[config.mk]
export PLATFORM = sky130hd
export DESIGN_NAME = ext_bus_mux
export DESIGN_NICKNAME = d
export VERILOG_FILES = /design/src/rtl/ebm_pkg.sv /design/src/rtl/ebm_seq.sv /design/src/rtl/ebm_lo_port.sv /design/src/rtl/ebm_hi_port.sv /design/src/rtl/ebm_strobes.sv /design/src/rtl/ext_bus_mux.sv
export SDC_FILE = /design/constraint.sdc
export NUM_CORES = 1
export LEC_CHECK = 0
export ABC_AREA = 0
export BUFFER_PORTS_ARGS = -buffer_cell sky130_fd_sc_hd__buf_4
export CORE_MARGIN = 10
export CORE_UTILIZATION = 48
export DETAILED_ROUTE_END_ITERATION = 6
export GPL_TIMING_DRIVEN = 1
export PLACE_DENSITY = 0.79
export SLEW_MARGIN = 10
export SYNTH_ARGS = -nofsm -noshare
export SYNTH_HDL_FRONTEND = slang
export SYNTH_SLANG_ARGS = --single-unit
[constraint.sdc]
create_clock -name clk -period 2.5 [get_ports clk]
set_clock_uncertainty 0.1 [all_clocks]
set_input_delay 0.5 -clock clk [delete_from_list [all_inputs] [get_ports clk]]
set_output_delay 0.5 -clock clk [all_outputs]
set_load 0.03 [all_outputs]
[src/rtl/ebm_pkg.sv]
package ebm_pkg;
    typedef enum logic [1:0] {
        CYC_NONE = 2'b00,
        CYC_CODE = 2'b01,
        CYC_D16  = 2'b10,
        CYC_D8   = 2'b11
    } cyc_e;

    typedef enum logic [1:0] {
        PH_IDLE = 2'b00,
        PH_ADDR = 2'b01,
        PH_DATA = 2'b10
    } phase_e;

    function automatic logic bus_is_write(cyc_e kind, logic wr);
        return wr && (kind != CYC_CODE);
    endfunction
endpackage

[src/rtl/ebm_seq.sv]
module ebm_seq
    import ebm_pkg::*;
#(
    parameter int ADDR_CYC = 2,
    parameter int DATA_CYC = 3,
    parameter int AW       = 16,
    parameter int DW       = 8
) (
    input  logic          clk,
    input  logic          rst_n,
    input  logic          go,
    input  cyc_e          kind,
    input  logic [AW-1:0] addr,
    input  logic [DW-1:0] wdata,
    input  logic          wr,
    input  logic          ld,
    input  logic [DW-1:0] ld_val,
    input  logic [DW-1:0] pin,
    output phase_e        phase,
    output cyc_e          cur_kind,
    output logic [AW-1:0] cur_addr,
    output logic [DW-1:0] cur_wdata,
    output logic          cur_wr,
    output logic [DW-1:0] latch,
    output logic [DW-1:0] rbyte,
    output logic          rvalid
);
    localparam int MAXC = (ADDR_CYC > DATA_CYC) ? ADDR_CYC : DATA_CYC;
    localparam int CW   = $clog2(MAXC + 1);

    typedef struct packed {
        phase_e        ph;
        logic [CW-1:0] cnt;
        cyc_e          kind;
        logic [AW-1:0] addr;
        logic [DW-1:0] wd;
        logic          wr;
        logic [DW-1:0] latch;
        logic [DW-1:0] rbyte;
        logic          rvalid;
    } seq_s;

    seq_s s_d, s_q;

    always_comb begin
        s_d        = s_q;
        s_d.rvalid = 1'b0;
        case (s_q.ph)
            PH_IDLE: begin
                if (ld) s_d.latch = ld_val;
                if (go && (kind != CYC_NONE)) begin
                    s_d.ph   = PH_ADDR;
                    s_d.cnt  = CW'(ADDR_CYC - 1);
                    s_d.kind = kind;
                    s_d.addr = addr;
                    s_d.wd   = wdata;
                    s_d.wr   = wr;
                end
            end
            PH_ADDR: begin
                if (s_q.cnt == '0) begin
                    s_d.ph  = PH_DATA;
                    s_d.cnt = CW'(DATA_CYC - 1);
                end else begin
                    s_d.cnt = s_q.cnt - 1'b1;
                end
            end
            PH_DATA: begin
                if (s_q.cnt == '0) begin
                    s_d.ph    = PH_IDLE;
                    s_d.latch = '1;
                    if (!bus_is_write(s_q.kind, s_q.wr)) begin
                        s_d.rbyte  = pin;
                        s_d.rvalid = 1'b1;
                    end
                end else begin
                    s_d.cnt = s_q.cnt - 1'b1;
                end
            end
            default: s_d.ph = PH_IDLE;
        endcase
    end

    always_ff @(posedge clk) begin
        if (!rst_n) begin
            s_q <= '{ph: PH_IDLE, cnt: '0, kind: CYC_NONE, addr: '0, wd: '0,
                     wr: 1'b0, latch: '1, rbyte: '0, rvalid: 1'b0};
        end else begin
            s_q <= s_d;
        end
    end

    assign phase     = s_q.ph;
    assign cur_kind  = s_q.kind;
    assign cur_addr  = s_q.addr;
    assign cur_wdata = s_q.wd;
    assign cur_wr    = s_q.wr;
    assign latch     = s_q.latch;
    assign rbyte     = s_q.rbyte;
    assign rvalid    = s_q.rvalid;

    // the latch is all ones once a cycle has closed
    a_r9_latch_ones: assert property (@(posedge clk) disable iff (!rst_n)
        (s_q.ph == PH_DATA && s_q.cnt == '0) |=> (s_q.latch == '1));

    // the latch cannot move while the address phase runs
    a_r10_latch_hold: assert property (@(posedge clk) disable iff (!rst_n)
        (s_q.ph == PH_ADDR) |=> $stable(s_q.latch));

    // a read-valid pulse only follows a read cycle
    a_r7_valid_after_read: assert property (@(posedge clk) disable iff (!rst_n)
        s_q.rvalid |-> (s_q.ph == PH_IDLE && !bus_is_write(s_q.kind, s_q.wr)));
endmodule

[src/rtl/ebm_lo_port.sv]
module ebm_lo_port
    import ebm_pkg::*;
#(
    parameter int DW = 8
) (
    input  phase_e        phase,
    input  cyc_e          kind,
    input  logic          wr,
    input  logic [DW-1:0] addr_lo,
    input  logic [DW-1:0] wdata,
    input  logic [DW-1:0] latch,
    output logic [DW-1:0] out,
    output logic [DW-1:0] oe
);
    logic drive_wr;
    assign drive_wr = bus_is_write(kind, wr);

    for (genvar i = 0; i < DW; i++) begin : g_pin
        always_comb begin
            case (phase)
                PH_ADDR: begin
                    out[i] = addr_lo[i];
                    oe[i]  = 1'b1;
                end
                PH_DATA: begin
                    out[i] = drive_wr ? wdata[i] : 1'b0;
                    oe[i]  = drive_wr;
                end
                default: begin
                    out[i] = latch[i];
                    oe[i]  = ~latch[i];
                end
            endcase
        end
    end
endmodule

[src/rtl/ebm_hi_port.sv]
module ebm_hi_port
    import ebm_pkg::*;
#(
    parameter int DW = 8
) (
    input  phase_e        phase,
    input  cyc_e          kind,
    input  logic [DW-1:0] addr_hi,
    input  logic [DW-1:0] latch,
    output logic [DW-1:0] out
);
    always_comb begin
        if (phase != PH_IDLE && kind != CYC_D8) out = addr_hi;
        else                                    out = latch;
    end
endmodule

[src/rtl/ebm_strobes.sv]
module ebm_strobes
    import ebm_pkg::*;
(
    input  phase_e phase,
    input  cyc_e   kind,
    input  logic   wr,
    output logic   ale,
    output logic   code_rd_n,
    output logic   data_rd_n,
    output logic   data_wr_n
);
    logic in_data, is_wr;
    assign in_data = (phase == PH_DATA);
    assign is_wr   = bus_is_write(kind, wr);

    always_comb begin
        ale       = (phase == PH_ADDR);
        code_rd_n = !(in_data && kind == CYC_CODE);
        data_rd_n = !(in_data && kind != CYC_CODE && !is_wr);
        data_wr_n = !(in_data && is_wr);
    end
endmodule

[src/rtl/ext_bus_mux.sv]
module ext_bus_mux
    import ebm_pkg::*;
#(
    parameter int ADDR_CYC = 2,
    parameter int DATA_CYC = 3
) (
    input  logic       clk,
    input  logic       rst_n,
    input  logic       cyc_go,
    input  logic [1:0] cyc_kind,
    input  logic [15:0] cyc_addr,
    input  logic [7:0] cyc_wdata,
    input  logic       wr_flag,
    input  logic [7:0] hi_latch,
    input  logic       lo_ld,
    input  logic [7:0] lo_ld_val,
    input  logic [7:0] lo_pin,
    output logic [7:0] lo_out,
    output logic [7:0] lo_oe,
    output logic [7:0] hi_out,
    output logic       addr_strobe,
    output logic       code_rd_n,
    output logic       data_rd_n,
    output logic       data_wr_n,
    output logic       busy,
    output logic [7:0] rd_byte,
    output logic       rd_valid
);
    localparam int DW = 8;
    localparam int AW = 2 * DW;

    phase_e        phase;
    cyc_e          cur_kind;
    logic [AW-1:0] cur_addr;
    logic [DW-1:0] cur_wdata;
    logic          cur_wr;
    logic [DW-1:0] lo_latch;

    ebm_seq #(.ADDR_CYC(ADDR_CYC), .DATA_CYC(DATA_CYC), .AW(AW), .DW(DW)) u_seq (
        .clk(clk), .rst_n(rst_n), .go(cyc_go), .kind(cyc_e'(cyc_kind)),
        .addr(cyc_addr), .wdata(cyc_wdata), .wr(wr_flag), .ld(lo_ld),
        .ld_val(lo_ld_val), .pin(lo_pin), .phase(phase), .cur_kind(cur_kind),
        .cur_addr(cur_addr), .cur_wdata(cur_wdata), .cur_wr(cur_wr),
        .latch(lo_latch), .rbyte(rd_byte), .rvalid(rd_valid)
    );

    ebm_lo_port #(.DW(DW)) u_lo (
        .phase(phase), .kind(cur_kind), .wr(cur_wr), .addr_lo(cur_addr[DW-1:0]),
        .wdata(cur_wdata), .latch(lo_latch), .out(lo_out), .oe(lo_oe)
    );

    ebm_hi_port #(.DW(DW)) u_hi (
        .phase(phase), .kind(cur_kind), .addr_hi(cur_addr[AW-1:DW]),
        .latch(hi_latch), .out(hi_out)
    );

    ebm_strobes u_stb (
        .phase(phase), .kind(cur_kind), .wr(cur_wr), .ale(addr_strobe),
        .code_rd_n(code_rd_n), .data_rd_n(data_rd_n), .data_wr_n(data_wr_n)
    );

    assign busy = (phase != PH_IDLE);

    // no two strobes low together
    a_r8_one_strobe: assert property (@(posedge clk) disable iff (!rst_n)
        $countones({~code_rd_n, ~data_rd_n, ~data_wr_n}) <= 1);

    // address phase owns the whole low port
    a_r4_addr_driven: assert property (@(posedge clk) disable iff (!rst_n)
        addr_strobe |-> (lo_oe == '1));

    // write strobe implies the low port drives
    a_r6_write_driven: assert property (@(posedge clk) disable iff (!rst_n)
        !data_wr_n |-> (lo_oe == '1));

    // read strobes imply the low port floats
    a_r7_read_floats: assert property (@(posedge clk) disable iff (!rst_n)
        (!data_rd_n || !code_rd_n) |-> (lo_oe == '0));
endmodule

==> results of run 1 <==
[stage by stage]
stage	total power, uW	cell area [um2]	hold slack [ps]	instances	setup WS [ps]
after floorplan	1323	2322	332.9	287	144.3
after global placement	1558	2953	340.6	412	316.7
after detailed placement	1571	2953	347.7	412	265.4
after CTS	2125	3068	326.6	420	14.95
after global routing	2225	3082	336.3	420	14.09
final	2112	3082	328.5	420	106.7
[cells by family after synthesis]
kind of cell / share of synthesized area
AOI/OAI and AO/OA: 0.1816
buffers and inverters: 0.08082
adders and majority gates: 0.03233
DFF: 0.4138
muxes: 0.07759
and+or+nand+nor: 0.2139
[power groups by stage]
stage | Combinational [uW] | Clock, uW | Sequential (uW)
global placement | 690 | 0 | 868
CTS | 704 | 567 | 854
detailed placement | 700 | 0 | 871
global route | 763 | 600 | 862
floorplan | 462 | 0 | 861
finish | 704 | 554 | 855
[registers in the layout, summed over array words and instances (netlist names)]
register,cells
u_seq.cur_wdata,8
u_seq.phase,2
u_seq.latch,8
u_seq.rbyte,8
u_seq.cur_wr,1
u_seq.cur_kind,2
u_seq.s_q,2
u_seq.rvalid,1
u_seq.cur_addr,16
[final cells by class]
cell class                 count  area [um2]
fill                         430        1610
clock buffer                   6       72.57
timing repair buffer          95       716.9
inverter                      10       37.54
multi-input combinational    205        1189
tap                           54       67.56
sequential                    48       963.4
clock inverter                 2       35.03
[layer usage]
| layer | wire length, um | GRT usage | part of all wire | vias up |
|---|---|---|---|---|
| li1 | - | - | - | 1114 |
| met1 | 2694 | 0.1966 | 0.41 | 1011 |
| met2 | 3217 | 0.2718 | 0.49 | 67 |
| met3 | 513 | 0.05652 | 0.078 | 13 |
| met4 | 133 | 0.05058 | 0.020 | 0 |
| met5 | 0 | 0 | 0 | - |
[cells in the final DEF (no fill, tap or decap), types with 2 or more instances in the layout]
cell type / n
a21oi_1: 29
a21oi_4: 2
a31oi_1: 8
buf_4: 94
clkbuf_8: 5
dfxtp_1: 46
dfxtp_2: 2
ha_1: 5
inv_1: 7
inv_2: 2
mux2_2: 8
mux2i_1: 9
nand2_1: 71
nand2b_1: 2
nand3b_1: 2
nor2_1: 27
nor4_1: 8
o21a_1: 2
o21ai_0: 16
[critical path, cell delays in order, from the launching register on]
cell	delay (ps)
dfxtp_2	350
inv_1	70
ha_1	230
a21oi_4	290
mux2_2	380
buf_4	170
[what timing repair did]
action	in CTS	in global routing
pin swaps	0	1
endpoints found under the setup margin	8	24
resized for setup	1	6
[worst max path at each step]
| stage | slack, ps | endpoint |
|---|---|---|
| global route | 10 | hi_out[5] |
| finish | 110 | hi_out[5] |
| global placement | 320 | hi_out[4] |
| detailed placement | 270 | hi_out[5] |
| CTS | 10 | lo_out[3] |
| floorplan | 140 | lo_out[0] |
==> flow_metrics.tcl, run 1 <==
set metrics [dict create \
    postSynthAreaPerCell_um2 8.091 \
    dp_hpwl_um 4924 \
    initial_core_util 0.4949 \
    synthCells 287 \
    die_h_um 89.56 \
    grt_setup_unrepaired "no" \
    postLayoutCoreUtil 0.6568 \
    synth_area_um2 2322 \
    synthTopCellsByCount "nand2_1 (71), dfxtp_1 (48), a21oi_1 (29)" \
    gr-total-overflow 0 \
    cts_made_buffers 5 \
    ys_types 37 \
    postCtsSetupRepairBufs 0 \
    arrival_ps 1790 \
    grt_pass1_vias 2173 \
    synth_top_area_cell "dfxtp_1" \
    timing.rr.end "u_seq.cur_addr[11]" \
    grt_max_degree 38 \
    power.share.combinational 0.333 \
    p_sw_frac 0.3390 \
    synth_top_area_frac 0.4138 \
    hold_violations 0 \
    hold_end "u_seq.rbyte[0]" \
    worstMarginPinSlew_ps 652.1 \
    yosysSeqAreaShare 0.4138 \
    antenna_found_initial 0 \
    antenna_cells 0 \
    p_leak_uw 0.001288 \
    fin_crit_sh 0.9573 \
    cts_tree "yes" \
    cts_buffer_depth 2 \
    synth_fp_nets 348 \
    reg2reg_depth 7 \
    max_cap_violations 0 \
    cp-startpoint "u_seq.phase[0]" \
    area_growth_pct 32.70 \
    vias 2205 \
    die-area_um2 8020 \
    dr.pass1.iters 4 \
    die_w_um 89.56 \
    pwr-share-clk 0.262 \
    setup_tns_ps 0 \
    track_usage 0.1648 \
    slew_violations 0 \
    synth_area_leaders "dfxtp_1 (41%), nand2_1 (11%), a21oi_1 (6.3%), nor2_1 (4.4%), mux2i_1 (3.9%)" \
    place.gp.congestion 0.8498 \
    routed_wl_um 6558 \
    synth_edf_count 0 \
    seq_power_share 0.405 \
    timing.rr.start "u_seq.phase[0]" \
    num_rows 25 \
    worstPathRequired_ps 1900 \
    r2r_setup_slack_ps 570 \
    outcome "completed" \
    min_path_cells 3 \
    clock-sinks 48 \
    slew_headroom 0.5647 \
    wire_per_inst_um 15.61 \
    hold_start "lo_pin[0]" \
    cp-end-kind "output port" \
    start_kind "flop" \
    worstSetupPathType "reg2out" \
    path_clk_slew_ps 80 \
    grt_pass1_wl_um 10520 \
    setup_viol 0 \
    internal_power_uw 1396 \
    root_buffer "clkbuf_8" \
    powerDensity_nw_per_um2 685.4 \
    p_sw_uw 716.0 \
    ys.warnings.count 0 \
    drt_iter0_drc 81 \
    drive_above_1_share 0.3443 \
    cp_max_fo 8 \
    ys.flop_type "dfxtp_1" \
    ctsHoldBuffers 0 \
    hold_class "in2reg" \
    timing.fmax_mhz 417.8 \
    layout_min_cycle_time_ps 2393 \
    worstSkewPairLatency_ps 300 \
    routed_via_density 5.250 \
    fin_nets 426 \
    async_flop_share 0 \
    yosysMostFrequentCell "nand2_1" \
    antenna_left 0 \
    peakVddDrop_mv 0.3919 \
    coreArea_um2 4692 \
    synth-seq-cells 48 \
    cts_htree_levels 2 \
    drc_errors 0 \
    num_io_pins 93 \
    io_buffers 92 \
]
(Power assumes the default switching activity.)
==> inputs of run 2 (changes only) <==
--- a/config.mk
+++ b/config.mk
@@ -11,6 +11,7 @@
 export CORE_UTILIZATION = 48
 export DETAILED_ROUTE_END_ITERATION = 6
 export GPL_TIMING_DRIVEN = 1
+export MAX_ROUTING_LAYER = met4
 export PLACE_DENSITY = 0.79
 export SLEW_MARGIN = 10
 export SYNTH_ARGS = -nofsm -noshare
==> constraint.sdc (replaced) <==
create_clock -name clk -period 2.7 [get_ports clk]
set_clock_uncertainty 0.1 [all_clocks]
set_input_delay 0.54 -clock clk [delete_from_list [all_inputs] [get_ports clk]]
set_output_delay 0.54 -clock clk [all_outputs]
set_load 0.03 [all_outputs]
==> flow_metrics.tcl, run 2 (synthesis gave the netlist of run 1 again) <==
set metrics [dict create \
    fin_crit_sh 0.9523 \
    vias 2177 \
    power.share.combinational 0.333 \
    num_rows 25 \
    pwr-share-clk 0.261 \
    drt_iter0_drc 142 \
    track_usage 0.1638 \
    layout_min_cycle_time_ps 2571 \
    p_leak_uw 0.001284 \
    num_io_pins 93 \
    start_kind "flop" \
    die_h_um 89.56 \
    fillerInstances 430 \
    most-common-layout-cells "buf_4 (94), nand2_1 (71), dfxtp_1 (48)" \
    min_path_cells 2 \
    hold_start "u_seq.cur_addr[15]" \
    antenna_found_initial 0 \
    drc_errors 0 \
    cts_tree "yes" \
    antenna_cells 0 \
    place.gp.congestion 0.8536 \
    cts_made_buffers 5 \
    dp_hpwl_um 4886 \
    cts_htree_levels 2 \
    initial_core_util 0.4949 \
    ctsHoldBuffers 0 \
    postCtsSetupRepairBufs 0 \
    internal_power_uw 1288 \
    wire_per_inst_um 15.59 \
    largest_reg_flops 16 \
    die_w_um 89.56 \
    arrival_ps 1930 \
    timing.rr.end "u_seq.cur_addr[9]" \
    clock-sinks 48 \
    dr.pass1.iters 4 \
    p_sw_frac 0.3375 \
    die-area_um2 8020 \
    setup_tns_ps 0 \
    fin_nets 425 \
    drive_above_1_share 0.3342 \
    postLayoutCoreUtil 0.6528 \
    outcome "completed" \
    gr-total-overflow 0 \
    root_buffer "clkbuf_8" \
    io_buffers 92 \
    max_cap_violations 0 \
    timing.rr.start "u_seq.phase[0]" \
    routed_wl_um 6533 \
    routed_via_density 5.196 \
    worstMarginPinSlew_ps 645.2 \
    path_clk_slew_ps 90 \
    hold_end "u_seq.cur_addr[15]" \
    peakVddDrop_mv 0.3204 \
    grt_max_degree 38 \
    slew_violations 0 \
    seq_power_share 0.406 \
    hold_class "reg2reg" \
    timing.fmax_mhz 388.9 \
    layout_commonest_cell "buf_4" \
    cp_max_fo 10 \
    area_growth_pct 31.90 \
    hold_violations 0 \
    cts_buffer_depth 2 \
    cp-startpoint "u_seq.cur_kind[1]" \
    coreArea_um2 4692 \
    powerDensity_nw_per_um2 634.7 \
    antenna_left 0 \
    worstSetupPathType "reg2out" \
    slew_headroom 0.5699 \
    p_sw_uw 656.1 \
    grt_pass1_vias 2079 \
    grt_pass1_wl_um 10150 \
    reg2reg_depth 6 \
    worstPathRequired_ps 2060 \
    r2r_setup_slack_ps 750 \
    grt_setup_unrepaired "no" \
    whs_ps 356.6 \
    cp-end-kind "output port" \
    setup_viol 0 \
    worstSkewPairLatency_ps 290 \
]
run 2: routing by layer:
layer	vias to the layer above	global-route usage	share of wire
met2	66	0.2566	0.49
met5	-	-	0
li1	1109	-	-
met4	0	0.04913	0.0095
met1	994	0.1983	0.42
met3	8	0.04923	0.078
run 2: cell type report:
type	instances	area, um2	share of cell area
Clock buffer	6	72.57	0.02369
Inverter	10	37.54	0.01225
Clock inverter	2	35.03	0.01144
Tap cell	54	67.56	0.02206
Sequential cell	48	960.9	0.3137
Timing Repair Buffer	94	705.7	0.2304
Multi-Input combinational cell	205	1184	0.3864
run 2: critical path, stage by stage, from the launching register on:
cell,delay [ps]
dfxtp_1,440
nand2b_4,190
and3_1,440
nand2_1,100
a31oi_1,260
buf_4,210
run 2: what timing repair did:
action                                  CTS  global route
pin swaps                                 0             0
resized for setup                         1             1
cloned                                    0             0
endpoints found under the hold margin     0             0
endpoints found under the setup margin    8             8
run 2: metrics by stage:
step / area (um2) / cells / worst slack (ps) / power (uW)
after floorplan: 2322 / 287 / 304.3 / 1225
after global placement: 2945 / 411 / 317.4 / 1443
after detailed placement: 2945 / 411 / 248.6 / 1453
after CTS: 3060 / 419 / 13.14 / 1964
after global routing: 3063 / 419 / 4.433 / 2048
final: 3063 / 419 / 128.7 / 1944
run 2: how the worst max path moves through the flow:
stage | endpoint | slack, ps
after floorplan | lo_out[0] | 300
after detailed placement | hi_out[4] | 250
final | lo_out[3] | 130
after global routing | lo_out[3] | 4
after global placement | hi_out[3] | 320
after CTS | hi_out[4] | 10
run 2: power groups by stage:
stage                     combinational, uW  sequential, uW  clock (uW)
final                                   647             790         507
after floorplan                         427             797           0
after CTS                               652             790         522
after global placement                  639             804           0
after global routing                    702             796         550
after detailed placement                647             806           0
==> inputs of run 3 (changes only) <==
--- a/config.mk
+++ b/config.mk
@@ -13,6 +13,7 @@
 export GPL_TIMING_DRIVEN = 1
 export MAX_ROUTING_LAYER = met4
 export PLACE_DENSITY = 0.79
+export REMOVE_ABC_BUFFERS = 1
 export SLEW_MARGIN = 10
 export SYNTH_ARGS = -nofsm -noshare
 export SYNTH_HDL_FRONTEND = slang
==> flow_metrics.tcl, run 3 (synthesis gave the netlist of run 1 again) <==
set metrics [dict create \
    antenna_found_initial 0 \
    die_h_um 89.56 \
    cp-end-kind "output port" \
    io_buffers 92 \
    wire_per_inst_um 15.15 \
    grt_pass1_vias 2171 \
    critical_path.top_delay_family "multiplexers" \
    drive_above_1_share 0.3406 \
    start_kind "flop" \
    slew_headroom 0.5585 \
    num_rows 25 \
    worstPathRequired_ps 2060 \
    setup_viol 0 \
    antenna_cells 0 \
    grt_max_degree 38 \
    cts_tree "yes" \
    worstSetupPathType "reg2out" \
    layout_commonest_cell "buf_4" \
    most-common-layout-cells "buf_4 (96), nand2_1 (71), dfxtp_1 (48)" \
    track_usage 0.1643 \
    timing.rr.start "u_seq.phase[0]" \
    setup_tns_ps 0 \
    cts_htree_levels 2 \
    reg2reg_depth 7 \
    grt_setup_unrepaired "no" \
    initial_core_util 0.4949 \
    path_clk_slew_ps 90 \
    cts_buffer_depth 2 \
    fin_nets 427 \
    routed_wl_um 6378 \
    area_growth_pct 32.33 \
    cp_slowest_cell "mux2_2" \
    timing.rr.end "u_seq.cur_addr[0]" \
    worstSkewPairLatency_ps 300 \
    outcome "completed" \
    die-area_um2 8020 \
    p_leak_uw 0.001291 \
    clock-sinks 48 \
    coreArea_um2 4692 \
    dp_hpwl_um 4681 \
    slew_violations 0 \
    fillerInstances 425 \
    grt_pass1_wl_um 10190 \
    cp_cell_sequence "inv_1, ha_1, a21oi_2, mux2_2, buf_4" \
    hold_end "u_seq.cur_addr[6]" \
    peakVddDrop_mv 0.4108 \
    largest_reg_flops 16 \
    root_buffer "clkbuf_8" \
    powerDensity_nw_per_um2 637.2 \
    min_path_cells 2 \
    stdcell_area_um2 3073 \
    hold_start "u_seq.cur_addr[6]" \
    antenna_left 0 \
    whs_ps 357.0 \
    layout_min_cycle_time_ps 2558 \
    dr.pass1.iters 4 \
    fin_crit_sh 0.9474 \
    die_w_um 89.56 \
    hold_violations 0 \
    cp-startpoint "u_seq.phase[0]" \
    timing.fmax_mhz 390.9 \
    routed_via_density 5.195 \
    hold_class "reg2reg" \
    ctsHoldBuffers 0 \
    cp_max_fo 8 \
    max_cap_violations 0 \
    cts_made_buffers 5 \
    multi_input_area_um2 1175 \
    dpl_cell_area_um2 2960 \
    worstMarginPinSlew_ps 662.3 \
    slowest_delay_ps 400 \
    vias 2187 \
    postLayoutCoreUtil 0.6549 \
    drt_iter0_drc 127 \
    drc_errors 0 \
    place.gp.congestion 0.7970 \
    arrival_ps 1920 \
    num_io_pins 93 \
    r2r_setup_slack_ps 790 \
    seq_area_um2 960.9 \
    crit_buf_inv 2 \
    gr-total-overflow 0 \
]
run 3: cell types whose count changed in the layout (fill, tap and decap cells not counted):
cell | before | now
and3_1 | 1 | 0
clkinvlp_4 | 0 | 1
buf_4 | 94 | 96
and3_2 | 0 | 1
clkbuf_1 | 1 | 0
a21oi_2 | 0 | 1
ha_1 | 5 | 6
ha_2 | 1 | 0
a21oi_4 | 2 | 1
run 3: worst max path at each step:
stage,slack (ps),cells past startpoint,endpoint
final,140,5,hi_out[1]
after global routing,20,5,hi_out[1]
after CTS,130,5,hi_out[1]
after detailed placement,470,5,hi_out[1]
after global placement,550,6,lo_oe[5]
after floorplan,150,5,lo_out[0]
run 3: cell type report:
type                            instances  share of cell area
Clock buffer                            5             0.02239
Clock inverter                          3             0.01384
Inverter                               10             0.01221
Multi-Input combinational cell        205              0.3823
Sequential cell                        48              0.3127
Tap cell                               54             0.02199
Timing Repair Buffer                   96              0.2345
run 3: worst register-to-register path, delay by kind of cell, from the launching register on:
kind / cells / cell delay [ps]
buf+inv: 3 / 390
compound gates: 1 / 150
fa+ha+maj: 1 / 200
simple gates: 2 / 660
flops: 1 / 340
run 3: timing repair:
action / 4_1_cts / 5_1_grt
gates resized for setup: 0 / 1
setup buffers: 0 / 0
setup endpoints to repair: 0 / 2
run 3: power by group:
| part | total [uW] | switching [uW] | leakage [uW] | internal, uW |
|---|---|---|---|---|
| clock | 518 | 244 | 0.0000541 | 274 |
| combinational | 652 | 392 | 0.000845 | 260 |
| sequential | 788 | 30.5 | 0.000392 | 758 |
run 3: metal layers:
layer,share of wire,routed length (um),vias to the layer above,global-route usage
li1,-,-,1113,-
met1,0.43,2759,995,0.1903
met2,0.49,3118,71,0.2665
met3,0.063,403,8,0.05014
met4,0.015,96,0,0.05058
met5,0,0,-,-
run 3: through the flow:
stage	setup slack (ps)	instances	total power [uW]
floorplan	151.2	263	1199
CTS	128.6	421	1974
global route	23.01	421	2065
finish	142.0	421	1958
detailed placement	471.9	413	1460
global placement	547.4	413	1449
